<file path="config.mk">
export PLATFORM = sky130hd
export DESIGN_NAME = coast_window_gen
export DESIGN_NICKNAME = d
export VERILOG_FILES = /design/src/rtl/coast_window_pkg.sv /design/src/rtl/cwg_vs_edge.sv /design/src/rtl/cwg_line_meter.sv /design/src/rtl/cwg_pre_window.sv /design/src/rtl/cwg_post_hold.sv /design/src/rtl/coast_window_gen.sv
export SDC_FILE = /design/constraint.sdc
export NUM_CORES = 1
export LEC_CHECK = 0
export BUFFER_PORTS_ARGS = -buffer_cell sky130_fd_sc_hd__buf_2
export CORE_ASPECT_RATIO = 1.25
export CORE_MARGIN = 2
export CORE_UTILIZATION = 56
export CTS_CLUSTER_DIAMETER = 30
export DETAILED_ROUTE_END_ITERATION = 8
export GPL_TIMING_DRIVEN = 1
export PLACE_DENSITY = 0.78
export SLEW_MARGIN = 20
export SYNTH_ARGS = -nofsm -noshare
export SYNTH_HDL_FRONTEND = slang
export SYNTH_SLANG_ARGS = --single-unit
</file>
<file path="constraint.sdc">
create_clock -name clk -period 4.1 [get_ports clk]
set_clock_uncertainty 0.15 [all_clocks]
set_input_delay 0.82 -clock clk [delete_from_list [all_inputs] [get_ports clk]]
set_output_delay 0.82 -clock clk [all_outputs]
set_load 0.02 [all_outputs]
</file>
<file path="src/rtl/coast_window_pkg.sv">
// Package: shared types for the coast window generator.
// Assumes nothing beyond the synthesizable subset.
package coast_window_pkg;

    // Edge events of the vertical sync level, one cycle wide each.
    typedef struct packed {
        logic rise;
        logic fall;
    } vs_edge_t;

    // Default widths: an 11-bit line index and 8-bit extension settings.
    localparam int unsigned DEF_LINE_W = 11;
    localparam int unsigned DEF_SET_W  = 8;

endpackage

</file>
<file path="src/rtl/cwg_vs_edge.sv">
// Module: cwg_vs_edge
// Finds the rising and falling edges of the synchronized vertical sync level.
// Assumes vs_lvl is already synchronous to clk. The edges are combinational
// against the previous-cycle sample, so each is reported in the cycle in
// which the level changes.
module cwg_vs_edge
    import coast_window_pkg::*;
(
    input  logic     clk,
    input  logic     rst_n,
    input  logic     vs_lvl,
    output vs_edge_t vs_edge
);

    logic vs_q;

    // Holds the vertical sync level seen in the previous cycle.
    always_ff @(posedge clk) begin
        if (!rst_n) vs_q <= 1'b0;
        else        vs_q <= vs_lvl;
    end

    // Reports the level changes as one-cycle events.
    always_comb begin
        vs_edge.rise = vs_lvl & ~vs_q;
        vs_edge.fall = ~vs_lvl & vs_q;
    end

    assert_edges_exclusive_R8: assert property (@(posedge clk) disable iff (!rst_n)
        !(vs_edge.rise && vs_edge.fall));

endmodule

</file>
<file path="src/rtl/cwg_line_meter.sv">
// Module: cwg_line_meter
// Counts line strobes since the latest vertical sync rise. At each rise it
// latches that count as the frame length. It tracks whether the latched
// length comes from a complete, unsaturated frame.
// Assumes one hs_tick per line. A tick that coincides with a rise counts as
// line 1 of the new frame.
module cwg_line_meter
    import coast_window_pkg::*;
#(
    parameter int unsigned LINE_W = DEF_LINE_W
) (
    input  logic              clk,
    input  logic              rst_n,
    input  logic              hs_tick,
    input  vs_edge_t          vs_edge,
    output logic [LINE_W-1:0] line_idx,
    output logic [LINE_W-1:0] meas_lines,
    output logic              meas_ok
);

    localparam logic [LINE_W-1:0] LINE_MAX = {LINE_W{1'b1}};
    localparam logic [LINE_W-1:0] LINE_ONE = {{(LINE_W-1){1'b0}}, 1'b1};

    logic armed;    // a rise has been seen since reset or saturation
    logic at_max;

    assign at_max = (line_idx == LINE_MAX);

    // Advances the line index, restarting it on every vertical sync rise.
    always_ff @(posedge clk) begin
        if (!rst_n)            line_idx <= '0;
        else if (vs_edge.rise) line_idx <= hs_tick ? LINE_ONE : '0;
        else if (hs_tick && !at_max) line_idx <= line_idx + LINE_ONE;
    end

    // Latches the frame length at each rise.
    always_ff @(posedge clk) begin
        if (!rst_n)            meas_lines <= '0;
        else if (vs_edge.rise) meas_lines <= line_idx;
    end

    // Tracks whether a full frame has been seen; saturation drops it.
    always_ff @(posedge clk) begin
        if (!rst_n) begin
            armed   <= 1'b0;
            meas_ok <= 1'b0;
        end else if (vs_edge.rise) begin
            armed   <= 1'b1;
            meas_ok <= armed;
        end else if (hs_tick && at_max) begin
            armed   <= 1'b0;
            meas_ok <= 1'b0;
        end
    end

    assert_latch_on_rise_R1: assert property (@(posedge clk) disable iff (!rst_n)
        vs_edge.rise |=> (meas_lines == $past(line_idx)));

    assert_ok_only_on_rise_R2: assert property (@(posedge clk) disable iff (!rst_n)
        $rose(meas_ok) |-> $past(vs_edge.rise));

    assert_saturate_R3: assert property (@(posedge clk) disable iff (!rst_n)
        (at_max && hs_tick && !vs_edge.rise) |=> (line_idx == LINE_MAX && !meas_ok));

endmodule

</file>
<file path="src/rtl/cwg_pre_window.sv">
// Module: cwg_pre_window
// Decides whether the early part of the coast window is open. It compares
// the current line index with the latched frame length minus the pre-coast
// setting. The difference is floored at zero.
// Assumes meas_ok qualifies meas_lines. The result is combinational.
module cwg_pre_window
    import coast_window_pkg::*;
#(
    parameter int unsigned LINE_W = DEF_LINE_W,
    parameter int unsigned SET_W  = DEF_SET_W
) (
    input  logic              ext_en,
    input  logic              meas_ok,
    input  logic [LINE_W-1:0] line_idx,
    input  logic [LINE_W-1:0] meas_lines,
    input  logic [SET_W-1:0]  pre_lines,
    output logic              pre_hit
);

    logic [LINE_W-1:0] pre_ext;
    logic [LINE_W-1:0] threshold;

    // Widens the setting and forms the floored threshold line.
    always_comb begin
        pre_ext   = LINE_W'(pre_lines);
        threshold = (meas_lines > pre_ext) ? (meas_lines - pre_ext) : '0;
    end

    // Opens the early window once the line index reaches the threshold.
    always_comb begin
        pre_hit = ext_en && meas_ok && (line_idx >= threshold);
    end

endmodule

</file>
<file path="src/rtl/cwg_post_hold.sv">
// Module: cwg_post_hold
// Holds coast after vertical sync falls, for a set number of line strobes.
// Assumes the setting is sampled live. A strobe in the falling cycle is not
// counted. A rise ends the hold at once.
module cwg_post_hold
    import coast_window_pkg::*;
#(
    parameter int unsigned SET_W = DEF_SET_W
) (
    input  logic             clk,
    input  logic             rst_n,
    input  logic             hs_tick,
    input  vs_edge_t         vs_edge,
    input  logic             ext_en,
    input  logic [SET_W-1:0] post_lines,
    output logic             post_busy,
    output logic             post_start
);

    logic [SET_W-1:0] cnt;
    logic [SET_W:0]   cnt_next;

    assign cnt_next   = {1'b0, cnt} + 1'b1;
    assign post_start = vs_edge.fall && ext_en && (post_lines != '0);

    // Starts, counts and ends the late hold.
    always_ff @(posedge clk) begin
        if (!rst_n) begin
            post_busy <= 1'b0;
            cnt       <= '0;
        end else if (vs_edge.rise) begin
            post_busy <= 1'b0;
            cnt       <= '0;
        end else if (post_start) begin
            post_busy <= 1'b1;
            cnt       <= '0;
        end else if (post_busy && hs_tick) begin
            cnt <= cnt_next[SET_W-1:0];
            if (cnt_next >= {1'b0, post_lines}) post_busy <= 1'b0;
        end
    end

    assert_zero_post_no_hold_R7: assert property (@(posedge clk) disable iff (!rst_n)
        (vs_edge.fall && post_lines == '0 && !post_busy) |=> !post_busy);

    assert_release_on_line_R6: assert property (@(posedge clk) disable iff (!rst_n)
        $fell(post_busy) |-> ($past(hs_tick) || $past(vs_edge.rise)));

endmodule

</file>
<file path="src/rtl/coast_window_gen.sv">
// Module: coast_window_gen (top)
// Builds the PLL coast signal. It combines the vertical sync level, the
// early window predicted from the last measured frame length, and the late
// hold after vertical sync ends.
// Assumes hs_tick and vs_lvl are synchronous to clk. Coast responds to
// vs_lvl in the same cycle.
module coast_window_gen
    import coast_window_pkg::*;
#(
    parameter int unsigned LINE_W = DEF_LINE_W,
    parameter int unsigned SET_W  = DEF_SET_W
) (
    input  logic              clk,
    input  logic              rst_n,
    input  logic              hs_tick,
    input  logic              vs_lvl,
    input  logic              ext_en,
    input  logic [SET_W-1:0]  pre_lines,
    input  logic [SET_W-1:0]  post_lines,
    output logic              coast,
    output logic [LINE_W-1:0] frame_lines,
    output logic              frame_ok
);

    vs_edge_t          vs_edge;
    logic [LINE_W-1:0] line_idx;
    logic              pre_hit;
    logic              post_busy;
    logic              post_start;

    cwg_vs_edge u_edge (
        .clk     (clk),
        .rst_n   (rst_n),
        .vs_lvl  (vs_lvl),
        .vs_edge (vs_edge)
    );

    cwg_line_meter #(.LINE_W(LINE_W)) u_meter (
        .clk        (clk),
        .rst_n      (rst_n),
        .hs_tick    (hs_tick),
        .vs_edge    (vs_edge),
        .line_idx   (line_idx),
        .meas_lines (frame_lines),
        .meas_ok    (frame_ok)
    );

    cwg_pre_window #(.LINE_W(LINE_W), .SET_W(SET_W)) u_pre (
        .ext_en     (ext_en),
        .meas_ok    (frame_ok),
        .line_idx   (line_idx),
        .meas_lines (frame_lines),
        .pre_lines  (pre_lines),
        .pre_hit    (pre_hit)
    );

    cwg_post_hold #(.SET_W(SET_W)) u_post (
        .clk        (clk),
        .rst_n      (rst_n),
        .hs_tick    (hs_tick),
        .vs_edge    (vs_edge),
        .ext_en     (ext_en),
        .post_lines (post_lines),
        .post_busy  (post_busy),
        .post_start (post_start)
    );

    // Merges the sync level with the early and late extensions.
    always_comb begin
        coast = vs_lvl || (ext_en && (pre_hit || post_busy || post_start));
    end

    assert_no_early_without_frame_R2: assert property (@(posedge clk) disable iff (!rst_n)
        !frame_ok |-> !pre_hit);

    assert_coast_covers_vs_R8: assert property (@(posedge clk) disable iff (!rst_n)
        vs_lvl |-> coast);

    assert_follow_when_off_R9: assert property (@(posedge clk) disable iff (!rst_n)
        !ext_en |-> (coast == vs_lvl));

endmodule

</file>
==> flow_summary.yaml, run 1 <==
outcome:
  outcome: "finished, violations left"
  violations: "setup timing"
global_routing:
  track_usage_pct: 27.1
  grt_antenna_before_repair: 0
  grt_pass1_wl_um: 10600
  grt_max_degree: 18
  grt_pass1_vias: 2296
  grt_overflow: 0
synthesis:
  synth_top_family_by_area: "simple AND/OR/NAND/NOR gates"
  ys_async_sr_fraction_pct: 0
  yosysTopAreaCell: "dfxtp_1"
  ys_ff_latch: 34
  yosysWarnings: 0
  synth_enable_flop_cells: 0
  yosys.cell_types.count: 49
  synth-main-ff-cell: "dfxtp_1"
  synth_mux_area_share_pct: 0.802
  yosysSeqAreaShare_pct: 27.3
  synth_top_area_share_pct: 27.3
  syn_area_mm2: 0.00250
  ys_top_cells_by_area: "dfxtp_1, ha_1, nand2_1"
  synth_adder_area_share_pct: 15.3
  synth_fp_nets: 357
  syn_avg_cell_area_um2: 8.16
  netlist_instances: 306
  yosys.area_share.simple_pct: 26.0
  synth_xor_area_share_pct: 8.42
  synth_compound_area_share_pct: 17.9
layout:
  final_nets: 410
  fin_util_pct: 74.3
  final_cells: 418
  fin_area_mm2: 0.00324
  drive_above_1_share_pct: 27.2
  n_antenna_cell: 0
  syn_to_final_growth_pct: 29.7
floorplanning:
  core_mm2: 0.00436
  num_io_pins: 34
  start_util_pct: 57.3
  die_width_um: 63.7
  die-area_mm2: 0.00501
  rows: 27
  die-height_um: 78.6
routing:
  met3_length_um: 330
  routed.top_layer: "met4"
  antenna_left: 0
  drt_iter0_drc: 103
  vias: 2389
  firstDrtPassIters: 4
  wl_met1_um: 2770
  post_drt_wl_per_cell_um: 15.7
  drt-vias-per-instance: 5.72
  dr_wl_met2_um: 3300
  post-route-drc-count: 0
  wirelength_um: 6550
worst_setup_path:
  r2r_end: "u_post.post_busy"
  worst-path-buf-inv: 2
  cp-start-kind: "primary input"
  crit_top_cell: "ha_4"
  slowest_stage: "fa_2"
  cp.arrival_ns: 3.45
  worstSetupEndpointType: "output port"
  max_stage_delay_ns: 0.34
  worstPathCellList: "buf_2 > ha_4 > fa_2 > nand2b_4 > a21oi_4 > a31oi_1 > xnor2_1 > nand2_1 > ha_4 > and4_1 > o311ai_2 > nand4b_1 > buf_4"
  criticalPathCategory: "primary input to output port"
  ff2ff_path_depth: 10
  path_max_fanout: 3
  crit-reg2reg-launch: "u_post.cnt[0]"
  cp_top_family: "adder cells"
  r2r_setup_slack_ns: 1.38
  worst_ep_required_time_ns: 3.13
sta:
  worstMarginPinSlew_ns: 1.07
  slew_viol_final: 0
  rsz0062_at_grt: "yes"
  post-route-period-util_pct: 108
  clock.fmax_ghz: 0.226
  period_minus_slack_ns: 4.42
  max-slew-margin-rel_pct: 28.4
  whs_ns: 0.321
  tns_ns: -0.318
  hold_violations: 0
  finalSetupViolCount: 1
  layout_setup_ws_ns: -0.318
clock_network:
  cts_made_buffers: 5
  cts_tree: "built"
  clockBufferDepth: 2
  cts_max_level: 2
  cts_sinks: 34
  clk_pin_slew_worst_paths_ns: 0.08
  clk_latency_ns: 0.29
  clockRootBuffer: "clkbuf_8"
power_and_ir_drop:
  p_leak_nw: 1.35
  vdd_drop_max_mv: 0.203
  totalPowerFinal_mw: 0.816
  powerDensity_mw_per_mm2: 252
place:
  dp_cells: 408
  place.detailed.hpwl_um: 4450
  place.gp.congestion: 0.853
  place_area_mm2: 0.00286
  dp_slack_ns: -0.234
  portBuffers: 33
worst_hold_path:
  hold_path_depth: 2
  hold_start: "u_meter.armed"
  whs_endpoint: "u_meter.meas_ok"
  min_path_type: "flop to flop"
run:
  maxCapViolations: 0
-- power by group --
group / leakage (nW) / switching [mW] / internal [mW]
Clock: 0.0683 / 0.134 / 0.244
Combinational: 1.01 / 0.0550 / 0.0454
Sequential: 0.275 / 0.00388 / 0.334
-- tightest hold or removal path: cells and delay by family (launching register included) --
| family | cells | cell delay (ns) |
|---|---|---|
| AO/OA/AOI/OAI | 1 | 0.06 |
| flip-flops | 1 | 0.32 |
| AND/OR/NAND/NOR | 1 | 0.05 |
-- final cells by class --
class                   count  area, um^2
well taps                  58        72.6
flip-flops and latches     34         681
repair buffers             52         344
clock buffers               5        68.8
fillers                   318        1120
multi-input cells         246        1920
inverters                  20        80.1
clock inverters             3        68.8
-- how the worst max path moves through the flow --
stage,start,to,cells past startpoint
floorplan,pre_lines[7],coast,11
global placement,pre_lines[1],coast,14
detailed placement,pre_lines[0],coast,13
CTS,pre_lines[1],coast,14
global route,pre_lines[3],coast,15
finish,pre_lines[0],coast,13
-- synth_stat cells (2+ instances only) --
| cell type | number |
|---|---|
| nand2b_1 | 5 |
| ha_1 | 29 |
| and4_1 | 3 |
| mux2i_1 | 2 |
| a21oi_1 | 17 |
| nand4_1 | 6 |
| a21o_1 | 5 |
| a21boi_0 | 14 |
| buf_4 | 2 |
| nand3_1 | 14 |
| nand2_1 | 43 |
| or3_4 | 2 |
| nor2_1 | 34 |
| nor3_1 | 3 |
| dfxtp_1 | 34 |
| a31oi_1 | 3 |
| nor4_1 | 2 |
| inv_1 | 20 |
| clkbuf_1 | 3 |
| a211oi_1 | 4 |
| o21ai_0 | 8 |
| xor2_1 | 8 |
| nor2b_1 | 4 |
| xnor2_1 | 16 |
-- state kept, by name, indices dropped and copies added (netlist names) --
register	cells
u_meter.line_idx	11
u_meter.meas_lines	11
u_post.cnt	8
u_edge.vs_q	1
u_meter.armed	1
u_meter.meas_ok	1
u_post.post_busy	1
-- layout by cell type, fill, tap and decap left out, drive strengths merged, types with 3 or more instances in the layout --
cell type,count
a211oi,4
nand4,6
clkbuf,5
buf,52
and4,3
nor4,3
nand2b,5
nor2b,5
xor2,8
a21oi,18
nor3,4
a31oi,3
a21o,5
inv,20
xnor2,16
dfxtp,34
nand3,15
nand2,43
o21ai,8
ha,29
a21boi,14
nor2,34
-- per-layer routing --
| metal | vias up | global-route usage [%] |
|---|---|---|
| met4 | 0 | 10.2 |
| met2 | 70 | 48.3 |
| met1 | 1132 | 31.6 |
| li1 | 1176 | - |
| met3 | 11 | 5.59 |
| met5 | - | 0 |
-- cell families after synthesis --
kind of cell | after synthesis
AO/OA/AOI/OAI | 63
multiplexers | 2
adder cells (fa/ha/maj) | 30
XOR/XNOR | 24
flip-flops | 34
buffers and inverters | 26
AND/OR/NAND/NOR | 127
-- timing repair --
action | in CTS | in global routing
hold buffers | 0 | 0
pin swaps | 12 | 12
endpoints found under the setup margin | 1 | 1
resized for setup | 25 | 13
setup buffers | 2 | 0
No activity file was read; power rests on OpenSTA's default activity.
==> inputs of run 2 (changes only) <==
- clock period: 4.1 -> 4.38 ns (I/O delays scaled with it)
==> run 2 against run 1 <==
  * The flow still finishes with violations (setup timing)
  * Final area rose by 0.97%
  * Via count rose by 1.0%
  * Combinational power fell by 6%
  * Worst setup slack improved by 0.23 ns
  * Core utilization rose by 0.72 points
  * Sequential power fell by 6.2%
  * Largest power group is now sequential cells
==> flow_summary.yaml, run 2 (synthesis results as in run 1) <==
outcome:
  outcome: "finished, violations left"
  violations: "setup timing"
layout:
  final_common_cell: "nand2_1"
  multiInputGateArea_mm2: 0.00197
  syn_to_final_growth_pct: 31.0
  largestRegisters: "u_meter.line_idx: 11 flops, u_meter.meas_lines: 11 flops, u_post.cnt: 8 flops"
  drive_above_1_share_pct: 30.6
  seqCellArea_um2: 681
  nFillCells: 313
  final_nets: 410
  fin_area_mm2: 0.00327
  final_cells: 418
  n_antenna_cell: 0
  final_cell_mix: "nand2_1, dfxtp_1, nor2_1"
clock_network:
  clockRootBuffer: "clkbuf_8"
  cts_max_level: 2
  clockBufferDepth: 2
  hold_buffers: 0
  clk_pin_slew_worst_paths_ns: 0.09
  cts_tree: "built"
  cts_made_buffers: 5
  cts_sinks: 34
  clk_latency_ns: 0.31
routing:
  firstDrtPassIters: 4
  drt_iter0_drc: 215
  antenna_left: 0
  post-route-drc-count: 0
  vias: 2413
  post_drt_wl_per_cell_um: 15.8
  wirelength_um: 6610
  drt-vias-per-instance: 5.77
floorplanning:
  die-area_mm2: 0.00501
  die-height_um: 78.6
  die_width_um: 63.7
  core_mm2: 0.00436
  rows: 27
  num_io_pins: 34
  start_util_pct: 57.3
global_routing:
  grt_antenna_before_repair: 0
  track_usage_pct: 25.5
  grt_max_degree: 18
  grt_pass1_wl_um: 10200
  grt_overflow: 0
  grt_pass1_vias: 2201
sta:
  layout_setup_ws_ns: -0.0870
  post-route-period-util_pct: 102
  max-slew-margin-rel_pct: 24.4
  worstMarginPinSlew_ns: 1.13
  period_minus_slack_ns: 4.47
  slew_viol_final: 0
  finalSetupViolCount: 1
  rsz0062_at_grt: "yes"
  tns_ns: -0.0870
  hold_violations: 0
  clock.fmax_ghz: 0.224
power_and_ir_drop:
  p_sw_mw: 0.190
  p_int_mw: 0.524
  combPwrFrac_pct: 13.1
  clkPwrFrac_pct: 42.6
  vdd_drop_max_mv: 0.211
  switching_share_pct: 26.6
  p_leak_nw: 1.34
  powerDensity_mw_per_mm2: 218
  totalPowerFinal_mw: 0.714
  seq_power_share_pct: 44.3
place:
  portBuffers: 33
  dp_cells: 408
  place_area_mm2: 0.00286
  place.gp.congestion: 0.874
  place.detailed.hpwl_um: 4270
run:
  maxCapViolations: 0
worst_setup_path:
  cp.arrival_ns: 3.44
  criticalPathCategory: "primary input to output port"
  path_max_fanout: 5
  worst_ep_required_time_ns: 3.35
  worstSetupEndpointType: "output port"
  cp-start-kind: "primary input"
worst_hold_path:
  min_path_type: "flop to flop"
[run 2: changes by cell type in the layout (fill, tap and decap cells not counted), moves of 2 or more]
| cell | change |
|---|---|
| a21oi_1 | -3 |
| a21oi_2 | +3 |
| buf_12 | +2 |
| clkinvlp_4 | +2 |
| ha_1 | -2 |
| ha_2 | +2 |
| nand2_2 | +2 |
| nor2_1 | -2 |
[run 2: worst paths after layout]
kind,startpoint,end,slack (ns),cells after the start
setup / recovery,pre_lines[0],coast,-0.09,15
hold / removal,u_meter.meas_lines[0],u_meter.meas_lines[0],0.33,2
setup reg to reg,u_post.cnt[0],u_post.post_busy,1.74,10
hold reg to reg,u_meter.meas_lines[0],u_meter.meas_lines[0],0.33,2
[run 2: area by class of cell]
| class | count | area share [%] |
|---|---|---|
| Multi-Input combinational cell | 246 | 60.2 |
| Sequential cell | 34 | 20.8 |
| Timing Repair Buffer | 52 | 10.9 |
| Inverter | 20 | 2.37 |
| Tap cell | 58 | 2.22 |
| Clock buffer | 5 | 2.10 |
| Clock inverter | 3 | 1.38 |
[run 2: stage by stage]
| step | worst slack (ns) | hold WS (ns) | utilization, % |
|---|---|---|---|
| CTS | 0.00612 | 0.318 | 69.9 |
| detailed placement | -0.165 | 0.310 | 65.5 |
| global route | -0.174 | 0.366 | 75.0 |
| finish | -0.0870 | 0.334 | 75.0 |
| global placement | -0.173 | 0.300 | 65.5 |
| floorplan | 0.107 | 0.291 | - |
[run 2: what timing repair did]
item,CTS,global route
buffers inserted,1,1
pin swaps,7,22
setup endpoints to repair,1,1
endpoints found under the hold margin,0,0
gates resized for setup,14,36
[run 2: routing by layer]
layer | part of all wire, % | up-vias | global-route usage (%) | wire, um
met2 | 50 | 83 | 45.3 | 3310
met3 | 5.6 | 13 | 4.01 | 372
met5 | 0 | - | 0 | 0
met4 | 2.0 | 0 | 6.09 | 131
li1 | - | 1177 | - | -
met1 | 42 | 1140 | 32.1 | 2800
[run 2: power by group through the flow]
| stage | clock network, mW | registers, mW | logic [mW] |
|---|---|---|---|
| floorplan | 0 | 0.323 | 0.0456 |
| global placement | 0 | 0.323 | 0.0744 |
| detailed placement | 0 | 0.323 | 0.0756 |
| CTS | 0.305 | 0.316 | 0.0806 |
| global route | 0.317 | 0.317 | 0.102 |
| finish | 0.304 | 0.316 | 0.0937 |
[run 2: worst max-delay path, cell delays in order]
cell and delay [ns]:
buf_2 0.11, ha_4 0.16, buf_4 0.13, nor2b_4 0.13, o31ai_4 0.10, o31a_4 0.39
buf_12 0.14, and4b_1 0.19, a21oi_2 0.10, ha_1 0.27, a21oi_2 0.13, nor2b_1 0.07
o31ai_2 0.26, nand4b_1 0.18, buf_4 0.20
==> inputs of run 3 (changes only) <==
- ABC_AREA: unset -> 1
- CTS_BUF_LIST: unset -> sky130_fd_sc_hd__clkbuf_4 sky130_fd_sc_hd__clkbuf_8 sky130_fd_sc_hd__clkbuf_16
==> run 3 against run 2 <==
  * The flow now finishes without violations
  * Global-route usage decreased by 0.66 points
  * Total power down 4.8%
  * Combinational power increased by 41%
  * Critical path type unchanged
  * Worst setup slack improved by 0.11 ns
  * First-iteration DRC count fell by 41%
  * Clock-buffer cell count grew 1
  * Fmax is 2.5% higher
==> flow_summary.yaml, run 3 <==
routing:
  wirelength_um: 6560
  drt-vias-per-instance: 5.34
  drt_iter0_drc: 127
  antenna_left: 0
  post_drt_wl_per_cell_um: 13.9
  vias: 2528
  post-route-drc-count: 0
  firstDrtPassIters: 4
sta:
  finalSetupViolCount: 0
  layout_setup_ws_ns: 0.0225
  worstMarginPinSlew_ns: 0.399
  max-slew-margin-rel_pct: 73.3
  post-route-period-util_pct: 99.5
  period_minus_slack_ns: 4.36
  slew_viol_final: 0
  clock.fmax_ghz: 0.229
  hold_violations: 0
floorplanning:
  die-height_um: 78.3
  num_io_pins: 34
  die_width_um: 63.4
  core_mm2: 0.00432
  die-area_mm2: 0.00496
  start_util_pct: 57.1
  rows: 27
place:
  dp_slack_ns: -0.0903
  place_area_mm2: 0.00273
  place.detailed.hpwl_um: 4590
  dp_cells: 461
  place.gp.congestion: 0.841
  portBuffers: 33
synthesis:
  yosysWarnings: 0
  synthTopCellsByCount: "nand2_1, inv_1, dfxtp_1"
  synth_top_area_share_pct: 27.6
  yosysMostFrequentCell: "nand2_1"
  synth-main-ff-cell: "dfxtp_1"
  yosysTopAreaCell: "dfxtp_1"
  ys_top_cells_by_area: "dfxtp_1, ha_1, nand2_1"
  syn_avg_cell_area_um2: 6.71
  yosys.cell_types.count: 31
  synth_fp_nets: 419
  netlist_instances: 368
  syn_area_mm2: 0.00247
  yosysSeqAreaShare_pct: 27.6
  synth_enable_flop_cells: 0
  ys_ff_latch: 34
  ys_async_sr_fraction_pct: 0
worst_setup_path:
  path_max_fanout: 5
  worst_ep_required_time_ns: 3.35
  cp-start-kind: "primary input"
  criticalPathCategory: "primary input to output port"
  worstSetupEndpointType: "output port"
  cp.arrival_ns: 3.33
clock_network:
  clk_pin_slew_worst_paths_ns: 0.06
  cts_max_level: 2
  cts_made_buffers: 5
  cts_sinks: 34
  clockRootBuffer: "clkbuf_8"
  clockBufferDepth: 2
  cts_tree: "built"
  clk_latency_ns: 0.28
layout:
  final_cell_mix: "nand2_1, inv_1, dfxtp_1"
  nFillCells: 364
  final_common_cell: "nand2_1"
  fin_area_mm2: 0.00311
  largestRegisters: "u_meter.line_idx: 11 flops, u_meter.meas_lines: 11 flops, u_post.cnt: 8 flops"
  drive_above_1_share_pct: 24.8
  syn_to_final_growth_pct: 25.8
  n_antenna_cell: 0
  final_cells: 473
  final_nets: 467
power_and_ir_drop:
  powerDensity_mw_per_mm2: 219
  p_leak_nw: 1.49
  vdd_drop_max_mv: 0.150
global_routing:
  grt_overflow: 0
  grt_antenna_before_repair: 0
  grt_max_degree: 16
  grt_pass1_wl_um: 9850
  track_usage_pct: 24.9
  grt_pass1_vias: 2362
run:
  maxCapViolations: 0
worst_hold_path:
  min_path_type: "flop to flop"
outcome:
  outcome: "complete, no violations"
[run 3: through the flow]
stage                     util, %  power (mW)  hold WS (ns)  setup TNS, ns
after CTS                    65.3       0.657         0.326              0
after floorplan                 -       0.396         0.296              0
after global routing         71.8       0.710         0.354         -0.162
after detailed placement     63.1       0.431         0.316        -0.0903
after global placement       63.1       0.428         0.305        -0.0145
final                        71.8       0.679         0.320              0
[run 3: cells by family (layout without fill, tap and decap cells)]
kind of cell | count (synthesis) | count (layout) | synth area share (%)
compound gates | 56 | 56 | 12.2
xor+xnor | 13 | 13 | 4.61
fa+ha+maj | 30 | 30 | 15.5
buf+inv | 68 | 115 | 10.5
flops | 34 | 34 | 27.6
simple gates | 167 | 167 | 29.6
[run 3: metal layers]
metal | part of all wire, % | vias to the layer above | global-route usage [%]
met5 | 0 | - | 0
met4 | 4.9 | 0 | 9.57
met3 | 3.4 | 28 | 2.72
met2 | 54 | 81 | 49.8
met1 | 38 | 1140 | 25.8
li1 | - | 1279 | -
[run 3: worst paths after layout]
kind / end / start / cells past startpoint / slack [ns]
min: u_meter.armed / u_meter.armed / 2 / 0.32
max reg2reg: u_post.post_busy / u_post.cnt[0] / 13 / 2.26
min reg2reg: u_meter.armed / u_meter.armed / 2 / 0.32
max: coast / pre_lines[3] / 21 / 0.02
[run 3: timing repair]
action,in CTS,in global routing
hold buffers,0,0
setup endpoints to repair,1,1
gates resized for setup,1,50
pin swaps,1,12
hold endpoints to repair,0,0
gates cloned,0,1
setup buffers,1,4
[run 3: report_power, final]
group	internal [mW]	switching (mW)	total (mW)	leakage, nW
combinational	0.0531	0.0785	0.132	1.17
sequential	0.314	0.00483	0.319	0.275
clock	0.121	0.108	0.229	0.0431
[run 3: cell type report]
class	instances	area [um^2]	share of cell area (%)
clock buffers	6	82.6	2.66
repair inverters	1	7.51	0.242
flip-flops and latches	34	681	21.9
inverters	66	253	8.14
repair buffers	42	235	7.57
well taps	58	72.6	2.34
multi-input cells	266	1780	57.1
[run 3: worst max-delay path, stage by stage]
cell        delay, ns
buf_2            0.09
inv_1            0.04
ha_2             0.38
nand2_2          0.10
nor2_2           0.17
nand4_1          0.21
nand2_4          0.16
clkinvlp_4       0.14
nand2_1          0.08
ha_1             0.23
nand2_2          0.08
inv_1            0.05
a21oi_2          0.12
nand2_1          0.06
nand2_1          0.05
nand3_1          0.06
nand2_1          0.09
nand2_1          0.07
nand2_1          0.06
nand2_1          0.06
buf_4            0.16
